**src/rtl/dcs_pkg.sv**
```systemverilog
package dcs_pkg;
  localparam int FRAME_W = 16;
  localparam int CMD_W   = 4;
  localparam int DATA_W  = 10;
  localparam int CMD_LSB = 10;
  localparam int SYNC_STAGES = 2;
  localparam logic [FRAME_W-1:0] SEQ_ARM  = 16'h8001;
  localparam logic [FRAME_W-1:0] SEQ_FIRE = 16'h0000;

  typedef struct packed {
    logic [CMD_W-1:0]  cmd;
    logic [DATA_W-1:0] data;
  } wr_t;
endpackage

```
**src/rtl/dcs_in_sync.sv**
```systemverilog
module dcs_in_sync #(
  parameter int N = 1,
  parameter int STAGES = 2,
  parameter logic [N-1:0] IDLE = '0
) (
  input  logic         clk,
  input  logic         rst_n,
  input  logic [N-1:0] async_i,
  output logic [N-1:0] lvl_o
);
  logic [STAGES-1:0][N-1:0] st_q, st_d;

  always_comb begin
    st_d[0] = async_i;
    for (int s = 1; s < STAGES; s++) st_d[s] = st_q[s-1];
  end

  always_ff @(posedge clk or negedge rst_n) begin
    if (!rst_n) st_q <= {STAGES{IDLE}};
    else        st_q <= st_d;
  end

  assign lvl_o = st_q[STAGES-1];
endmodule

```
**src/rtl/dcs_edge.sv**
```systemverilog
module dcs_edge #(
  parameter int N = 1,
  parameter logic [N-1:0] IDLE = '0
) (
  input  logic         clk,
  input  logic         rst_n,
  input  logic [N-1:0] lvl_i,
  output logic [N-1:0] rise_o,
  output logic [N-1:0] fall_o
);
  logic [N-1:0] prev_q;

  always_ff @(posedge clk or negedge rst_n) begin
    if (!rst_n) prev_q <= IDLE;
    else        prev_q <= lvl_i;
  end

  assign rise_o = lvl_i & ~prev_q;
  assign fall_o = ~lvl_i & prev_q;
endmodule

```
**src/rtl/dcs_shifter.sv**
```systemverilog
module dcs_shifter
  import dcs_pkg::*;
#(
  parameter int FW = FRAME_W
) (
  input  logic          clk,
  input  logic          rst_n,
  input  logic          in_frame,
  input  logic          sclk_rise,
  input  logic          sclk_fall,
  input  logic          frame_start,
  input  logic          din,
  output logic [FW-1:0] frame_o,
  output logic          len_ok_o,
  output logic          sdo_o
);
  localparam int CNT_W = (FW > 1) ? $clog2(FW) : 1;
  localparam logic [CNT_W-1:0] CNT_LAST = CNT_W'(FW - 1);

  logic [FW-1:0]    sreg_q, sreg_d;
  logic [CNT_W-1:0] cnt_q, cnt_d;
  logic             wrap_q, wrap_d;
  logic             sdo_q, sdo_d;
  logic             shift_en, out_en;

  assign shift_en = in_frame & sclk_fall;
  assign out_en   = (in_frame & sclk_rise) | frame_start;

  always_comb begin
    sreg_d = sreg_q;
    cnt_d  = cnt_q;
    wrap_d = wrap_q;
    sdo_d  = sdo_q;
    if (frame_start) begin
      cnt_d  = '0;
      wrap_d = 1'b0;
    end else if (shift_en) begin
      sreg_d = {sreg_q[FW-2:0], din};
      if (cnt_q == CNT_LAST) begin
        cnt_d  = '0;
        wrap_d = 1'b1;
      end else begin
        cnt_d = cnt_q + CNT_W'(1);
      end
    end
    if (out_en) sdo_d = sreg_q[FW-1];
  end

  always_ff @(posedge clk or negedge rst_n) begin
    if (!rst_n) begin
      sreg_q <= '0;
      cnt_q  <= '0;
      wrap_q <= 1'b0;
      sdo_q  <= 1'b0;
    end else begin
      sreg_q <= sreg_d;
      cnt_q  <= cnt_d;
      wrap_q <= wrap_d;
      sdo_q  <= sdo_d;
    end
  end

  assign frame_o  = sreg_q;
  assign len_ok_o = wrap_q & (cnt_q == '0);
  assign sdo_o    = sdo_q;

  // a new frame starts with an empty count, so a short tail cannot pass.
  a_r3_count_cleared: assert property (@(posedge clk) disable iff (!rst_n)
    frame_start |=> (!len_ok_o && cnt_q == '0));

  // no shifting while the strobe is high.
  a_r2_idle_hold: assert property (@(posedge clk) disable iff (!rst_n)
    (!in_frame && !frame_start) |=> $stable(frame_o));
endmodule

```
**src/rtl/dcs_decode.sv**
```systemverilog
module dcs_decode
  import dcs_pkg::*;
#(
  parameter int FW = FRAME_W,
  parameter int CW = CMD_W,
  parameter int DW = DATA_W,
  parameter int CL = CMD_LSB
) (
  input  logic          clk,
  input  logic          rst_n,
  input  logic          frame_end,
  input  logic          len_ok,
  input  logic [FW-1:0] frame,
  output logic          wr_stb_o,
  output wr_t           wr_o,
  output logic          sdo_oe_o
);
  logic stb_q, stb_d;
  wr_t  wr_q, wr_d;
  logic arm_q, arm_d;
  logic hiz_q, hiz_d;
  logic accept;

  assign accept = frame_end & len_ok & (frame != '1);

  always_comb begin
    stb_d = accept;
    wr_d  = wr_q;
    arm_d = arm_q;
    hiz_d = hiz_q;
    if (accept) begin
      wr_d.cmd  = frame[CL+CW-1:CL];
      wr_d.data = frame[DW-1:0];
      arm_d     = (frame == SEQ_ARM);
      if (hiz_q)                             hiz_d = 1'b0;
      else if (arm_q && frame == SEQ_FIRE)   hiz_d = 1'b1;
    end
  end

  always_ff @(posedge clk or negedge rst_n) begin
    if (!rst_n) begin
      stb_q <= 1'b0;
      wr_q  <= '0;
      arm_q <= 1'b0;
      hiz_q <= 1'b0;
    end else begin
      stb_q <= stb_d;
      wr_q  <= wr_d;
      arm_q <= arm_d;
      hiz_q <= hiz_d;
    end
  end

  assign wr_stb_o = stb_q;
  assign wr_o     = wr_q;
  assign sdo_oe_o = ~hiz_q;

  // the strobe lasts one cycle.
  a_r4_single_pulse: assert property (@(posedge clk) disable iff (!rst_n)
    wr_stb_o |=> !wr_stb_o);

  // a badly sized frame leaves strobe and output mode alone.
  a_r3_short_dropped: assert property (@(posedge clk) disable iff (!rst_n)
    (frame_end && !len_ok) |=> (!wr_stb_o && $stable(sdo_oe_o)));

  // all-ones frames change nothing.
  a_r6_all_ones: assert property (@(posedge clk) disable iff (!rst_n)
    (frame_end && frame == '1) |=> (!wr_stb_o && $stable(sdo_oe_o) && $stable(arm_q)));

  // release only after the closing frame of the sequence.
  a_r8_hiz_entry: assert property (@(posedge clk) disable iff (!rst_n)
    $fell(sdo_oe_o) |-> ($past(frame_end) && $past(frame) == SEQ_FIRE && wr_stb_o));

  // leaving high impedance comes with an executed command.
  a_r9_wake: assert property (@(posedge clk) disable iff (!rst_n)
    $rose(sdo_oe_o) |-> wr_stb_o);
endmodule

```
**src/rtl/dcs_frame_slave.sv**
```systemverilog
module dcs_frame_slave
  import dcs_pkg::*;
(
  input  logic              clk,
  input  logic              rst_n,
  input  logic              sclk,
  input  logic              sync_n,
  input  logic              din,
  output logic              sdo,
  output logic              sdo_oe,
  output logic              wr_stb,
  output logic [CMD_W-1:0]  wr_cmd,
  output logic [DATA_W-1:0] wr_data
);
  // bit 0: sclk (idles low), bit 1: sync_n (idles high)
  localparam logic [1:0] CTRL_IDLE = 2'b10;

  logic [1:0] rst_sync_q;
  logic       rst_n_s;

  always_ff @(posedge clk or negedge rst_n) begin
    if (!rst_n) rst_sync_q <= '0;
    else        rst_sync_q <= {rst_sync_q[0], 1'b1};
  end
  assign rst_n_s = rst_sync_q[1];

  logic [1:0] ctrl_lvl, ctrl_rise, ctrl_fall;
  logic [0:0] din_lvl;
  logic [FRAME_W-1:0] frame;
  logic len_ok;
  wr_t  wr;

  dcs_in_sync #(.N(2), .STAGES(SYNC_STAGES), .IDLE(CTRL_IDLE)) ctrl_sync_i (
    .clk(clk), .rst_n(rst_n_s), .async_i({sync_n, sclk}), .lvl_o(ctrl_lvl));

  dcs_in_sync #(.N(1), .STAGES(SYNC_STAGES), .IDLE(1'b0)) din_sync_i (
    .clk(clk), .rst_n(rst_n_s), .async_i(din), .lvl_o(din_lvl));

  dcs_edge #(.N(2), .IDLE(CTRL_IDLE)) ctrl_edge_i (
    .clk(clk), .rst_n(rst_n_s), .lvl_i(ctrl_lvl),
    .rise_o(ctrl_rise), .fall_o(ctrl_fall));

  dcs_shifter #(.FW(FRAME_W)) shifter_i (
    .clk(clk), .rst_n(rst_n_s),
    .in_frame(~ctrl_lvl[1]),
    .sclk_rise(ctrl_rise[0]),
    .sclk_fall(ctrl_fall[0]),
    .frame_start(ctrl_fall[1]),
    .din(din_lvl[0]),
    .frame_o(frame), .len_ok_o(len_ok), .sdo_o(sdo));

  dcs_decode #(.FW(FRAME_W), .CW(CMD_W), .DW(DATA_W), .CL(CMD_LSB)) decode_i (
    .clk(clk), .rst_n(rst_n_s),
    .frame_end(ctrl_rise[1]), .len_ok(len_ok), .frame(frame),
    .wr_stb_o(wr_stb), .wr_o(wr), .sdo_oe_o(sdo_oe));

  assign wr_cmd  = wr.cmd;
  assign wr_data = wr.data;
endmodule

```
**config.mk**
```make
export PLATFORM = sky130hd
export DESIGN_NAME = dcs_frame_slave
export DESIGN_NICKNAME = d
export VERILOG_FILES = /design/src/rtl/dcs_pkg.sv /design/src/rtl/dcs_in_sync.sv /design/src/rtl/dcs_edge.sv /design/src/rtl/dcs_shifter.sv /design/src/rtl/dcs_decode.sv /design/src/rtl/dcs_frame_slave.sv
export SDC_FILE = /design/constraint.sdc
export NUM_CORES = 1
export LEC_CHECK = 0
export ABC_AREA = 1
export BUFFER_PORTS_ARGS = -buffer_cell sky130_fd_sc_hd__buf_4
export CORE_MARGIN = 3
export CORE_UTILIZATION = 55
export DETAILED_ROUTE_END_ITERATION = 7
export PLACE_DENSITY_LB_ADDON = 0.15
export SKIP_LAST_GASP = 1
export SYNTH_ARGS = -nofsm -noshare
export SYNTH_HDL_FRONTEND = slang
export SYNTH_SLANG_ARGS = --single-unit
```
**constraint.sdc**
```tcl
create_clock -name clk -period 1.7 [get_ports clk]
set_input_delay 0 -clock clk [delete_from_list [all_inputs] [get_ports clk]]
set_output_delay 0 -clock clk [all_outputs]
set_load 0.05 [all_outputs]
```
# Word-level counts from Yosys, hierarchy flattened
# Index checks and enable logic that the tools add are counted.
# totals
regBits	49
inputBits	5
elab_cells	47
# classes
n_bitwise	13
n_eq_ne	3
muxes	8
n_reduce_logical	7
addsub	1
# op_table
operator	n
16-bit == test, second input constant	1
16-bit logical NOT	1
16-bit inequality test, second input constant	1
4-bit 2-to-1 mux	3
1-bit AND	5
1-bit 2-to-1 mux	5
4-bit by 1-bit adder with 4-bit output, second input constant	1
2-bit AND	2
4-bit == test, second input constant	1
4-bit logical NOT	1
2-bit NOT	2
2-bit AND reduction	2
2-bit nonzero test	2
1-bit NOT	3
1-bit logical AND	1
1-bit bitwise OR	1

# Logic depth before layout (Yosys ltp)
# depth
depth_word	5
mapped_depth	8
depth_no_buf	8

# Modules after synthesis
# From an unflattened synthesis, not the netlist that was laid out.
# hier_totals
hier_cells	240
area_unflattened_um2	2088.3
# modules_own_cells
mod	cells_per_inst	n_inst	area_each_um2	seq_area_each_um2
dcs_shifter	110	1	974.7	550.5
dcs_decode	110	1	822.0	425.4
dcs_in_sync at ctrl_sync_i	4	1	102.6	102.6
dcs_edge	10	1	81.3	51.3
dcs_frame_slave	4	1	57.6	50.0
dcs_in_sync at din_sync_i	2	1	50.0	50.0

# Worst setup path before layout
# OpenSTA, ideal clock, no wires.
# synth_path
path_type	register to register
start	reg shifter_i.cnt_q[0]
end	reg decode_i.wr_q, in the netlist decode_i.wr_o[0]
required_ns	1.573
n_path_buf	1
stages_incl_launch_ff	9
synth_period_minus_slack_ns	1.320
slack_ns	0.380
t_arrival_ns	1.193
cell_sequence	dfrtp_1 inv_1 ha_1 nand4_1 nor2_1 o21ai_2 buf_4 nand2_1 o21ai_0
# synth_via
elab_chain_len	4
# synth_rtl
element	line_no	rtl
start: declaration	dcs_shifter.sv:21	logic [CNT_W-1:0] cnt_q, cnt_d;
start signal: assignment	dcs_shifter.sv:57	cnt_q <= cnt_d;
4-bit logical NOT	dcs_shifter.sv:64	assign len_ok_o = wrap_q & (cnt_q == '0);
1-bit AND	dcs_shifter.sv:64	
1-bit AND (2 in a row)	dcs_decode.sv:24	assign accept = frame_end & len_ok & (frame != '1);
end signal: assignment	dcs_decode.sv:48	wr_q <= wr_d;
end: declaration	dcs_decode.sv:19	wr_t wr_q, wr_d;
# Every way passes these cells.
# A chain may end at the register's enable or synchronous reset.

# Worst setup path after layout
# layout_path
start	reg shifter_i.cnt_q[0]
end	reg decode_i.arm_q
# layout_via
elab_chain_len	4
# layout_rtl
element	line_no	rtl
4-bit logical NOT	dcs_shifter.sv:64	
1-bit AND	dcs_shifter.sv:64	
1-bit AND (2 in a row)	dcs_decode.sv:24	
end signal: assignment	dcs_decode.sv:49	arm_q <= arm_d;
end: declaration	dcs_decode.sv:20	logic arm_q, arm_d;
# Every way passes these cells.

==> qor.log <==
[run_status] status finished clean
[routing] WL met1 1730 um
[synth] synth warn 0
[timing] RSZ-0062 raised after global routing no
[synth] mean post-synth cell area 9.08 sq um
[worst_setup_path] critical path endpoint category flip-flop
[layout] Area Growth Syn to Fin 25.5%
[timing] worst clock skew 0.00469 ns
[routing] topmost layer with routed signal wires met4
[layout] Multi-input gate area 628 sq um
[synth] flop and latch count out of synthesis 49
[global_route] vias in the first global route 1410
[clocking] Clk Latency, worst-skew pair 0.36 ns
[timing] slack of the critical path 0.154 ns
[power] leakage 1.21 nW
[routing] number of optimization iterations in the first detailed-route pass 4
[floorplan] die boundary height 66.0 um
[global_route] gr usage total 18.8%
[global_route] global-route wire length before repair 6110 um
[layout] final-stage net count 272
[worst_setup_path] CP required 1.95 ns
[layout] area of all sequential standard cells 0.00123 sq mm
[timing] final cycle utilization of the critical path 91.0%
[worst_setup_path] CP max FO 16
[worst_setup_path] category of the worst setup path launch point flip-flop
[place] final weighted congestion in routability-driven placement 0.802
[timing] min cycle time layout 1.55 ns
[routing] Vias 1532
[worst_hold_path] path type of the worst min-delay path reg2async
[global_route] initial antenna violation count 0
[timing] f_max 0.647 GHz
[synth] cell count after synthesis 218
[place] Placement Setup Slack -0.125 ns
[routing] met2 routed WL 1580 um
[power] IR Drop Worst-Case VDD 0.000803 V
[floorplan] top-level I/O count 22
[floorplan] site row count 21
[synth] synthesized cell area 0.00198 sq mm
[worst_setup_path] Worst R2R Start shifter_i.cnt_q[0]
[synth] distinct cell type count after synthesis 22
[worst_setup_path] crit path to decode_i.arm_q
[clocking] CTS H-Tree Depth 2
[worst_setup_path] CP bufs+invs 1
[floorplan] width of the die 66.0 um
[timing] max-slew violation count 0
[floorplan] placeable core region 0.00339 sq mm
[layout] share of final-layout standard cells stronger than drive strength 1 21.1%
[timing] sum of negative setup slack 0 ns
[routing] number of nets with antenna violations after detailed routing 0
[worst_setup_path] startpoint of the worst setup timing path shifter_i.cnt_q[0]
[clocking] number of CTS-inserted buffers 5
[clocking] clock-pin slew on the worst setup and hold paths 0.13 ns
[worst_setup_path] largest delay contributor family on the critical path simple AND/OR/NAND/NOR gates
[routing] routed wire length 3510 um
[worst_setup_path] worst path cell trace inv_1 -> ha_1 -> nand4_1 -> nor2_2 -> o21ai_4 -> nand2_1 -> o21ai_0
[floorplan] initial standard-cell utilization of the core 58.4%
[worst_setup_path] logic depth of the worst setup path including buffers 7
[worst_setup_path] data arrival time of the critical path 1.79 ns
[global_route] largest net degree at the start of global routing 35
[place] number of input and output port buffers inserted 21
[worst_setup_path] internal reg-to-reg setup slack 0.15 ns
[power] power density of the placed cells 1100 mW/mm^2
[place] sum of net half-perimeters after detailed placement 2340 um
[clocking] cell at the root of the clock tree clkbuf_4
[worst_setup_path] worst reg2reg path depth 7
[routing] routed wl met3 145 um
[clocking] Sink Count 49
[synth] sequential share of the synthesized area 62.1%
[global_route] remaining global-route overflow 0
[synth] syn_nets 225
[floorplan] die footprint 0.00435 sq mm
[routing] Wirelength per Cell 11.3 um
[layout] diode insertion count for antenna repair 0
[timing] Final Hold Violating Endpoints 0
[routing] DR iter-0 viols 82
[worst_setup_path] Reg-to-Reg End decode_i.arm_q
[timing] Final setup violation count 0
[layout] # fillers 249
[routing] DR vias/cell 4.91
[run] number of max-capacitance violations reported 0
[clocking] Post CTS Setup Buffer Count 0
[worst_setup_path] master of the slowest instance on the critical path dfrtp_1
[clocking] Clock Tree Buf Depth 2
[clocking] TritonCTS clock tree yes
[worst_setup_path] worst setup path category reg2reg
[worst_setup_path] slowest cell delay on critical path 0.41 ns
[routing] Residual DRC 0
## metrics by stage
| step | hold WS [ns] | area (sq um) | util (%) | total power [W] | instances |
|---|---|---|---|---|---|
| CTS | 0.181 | 2470 | 72.8 | 0.00275 | 311 |
| floorplan | -0.296 | 1980 | - | 0.00181 | 218 |
| finish | 0.166 | 2480 | 73.3 | 0.00273 | 312 |
| global route | 0.198 | 2480 | 73.3 | 0.00288 | 312 |
| global placement | -0.216 | 2320 | 68.4 | 0.00201 | 298 |
| detailed placement | -0.216 | 2320 | 68.4 | 0.00203 | 298 |
## final cells by class
class | count | share of cell area (%)
Tap cell | 46 | 2.32
Clock buffer | 6 | 2.06
Multi-Input combinational cell | 133 | 25.3
Sequential cell | 49 | 49.5
Inverter | 31 | 4.68
Clock inverter | 2 | 1.51
Timing Repair Buffer | 45 | 14.6
## what timing repair did
item / 4_1_cts / 5_1_grt
pin swaps: 0 / 1
hold endpoints to repair: 5 / 0
gates cloned: 0 / 1
gates resized for setup: 1 / 2
endpoints found under the setup margin: 17 / 16
hold buffers: 5 / 0
## cells in the final DEF, fill, tap and decap left out, drive strengths merged
| master | count |
|---|---|
| nand4 | 3 |
| clkinvlp | 1 |
| and2 | 1 |
| bufinv | 1 |
| nor2 | 17 |
| o21ai | 36 |
| conb | 1 |
| nand3 | 5 |
| buf | 40 |
| inv | 31 |
| or2 | 1 |
| ha | 2 |
| o31ai | 1 |
| xnor2 | 1 |
| a21oi | 2 |
| dlygate4sd3 | 5 |
| dfstp | 3 |
| nor3 | 4 |
| nand2 | 57 |
| o22ai | 1 |
| o21a | 1 |
| dfrtp | 46 |
| clkbuf | 6 |
## metal layers
layer  track usage (%)  up-vias
li1                  -      783
met1              25.8      716
met2              28.2       29
met3              5.10        4
met4              8.38        0
met5                 0        -
## logic make-up after synthesis
family | after synthesis | synth area share [%]
compound gates | 40 | 10.6
xor+xnor | 1 | 0.443
fa+ha+maj | 2 | 1.26
buf+inv | 37 | 7.46
flops | 49 | 62.1
other cells | 1 | 0.189
simple gates | 88 | 17.9
## power breakdown
part	internal [W]	switching (W)
Combinational	0.000228	0.000438
Sequential	0.00129	0.0000651
Clock	0.000350	0.000356
Total	0.00187	0.000860
## worst min-delay path by stage
stage / to / depth (start not counted) / start / slack [ns]
after floorplan: rst_sync_q[0] / 0 / rst_n / -0.30
after global placement: rst_sync_q[0] / 1 / rst_n / -0.22
after detailed placement: rst_sync_q[0] / 1 / rst_n / -0.22
after CTS: ctrl_sync_i.st_d[2] / 0 / rst_sync_q[1] / 0.18
after global routing: ctrl_sync_i.st_d[2] / 0 / rst_sync_q[1] / 0.20
final: shifter_i.wrap_q / 0 / rst_sync_q[1] / 0.17
## synth_stat cells
library cell | number | area, sq um
nor3_1 | 4 | 20.0
nor2_1 | 17 | 63.8
or2_2 | 1 | 6.26
o21ai_2 | 1 | 8.76
and2_1 | 1 | 6.26
o22ai_1 | 1 | 6.26
nand4_1 | 3 | 18.8
a21oi_1 | 2 | 10.0
o31ai_1 | 1 | 7.51
ha_1 | 2 | 25.0
clkbuf_1 | 3 | 11.3
o21ai_0 | 34 | 170
nand2_1 | 57 | 214
conb_1 | 1 | 3.75
dfstp_2 | 3 | 78.8
dfrtp_1 | 46 | 1150
inv_1 | 31 | 116
buf_4 | 2 | 15.0
xnor2_1 | 1 | 8.76
o21a_1 | 1 | 7.51
clkbuf_2 | 1 | 5.00
nand3_1 | 5 | 25.0
## flip-flops by register name, indices dropped and copies added, names as in the netlist
name                cells
din_sync_i.lvl_o        1
ctrl_sync_i.st_d        2
shifter_i.sdo_o         1
ctrl_edge_i.prev_q      2
shifter_i.frame_o      16
shifter_i.cnt_q         4
ctrl_sync_i.lvl_o       2
decode_i.arm_q          1
decode_i.wr_o          14
rst_sync_q              2
decode_i.wr_stb_o       1
decode_i.hiz_q          1
din_sync_i.st_d         1
shifter_i.wrap_q        1
(Power assumes the default switching activity.)
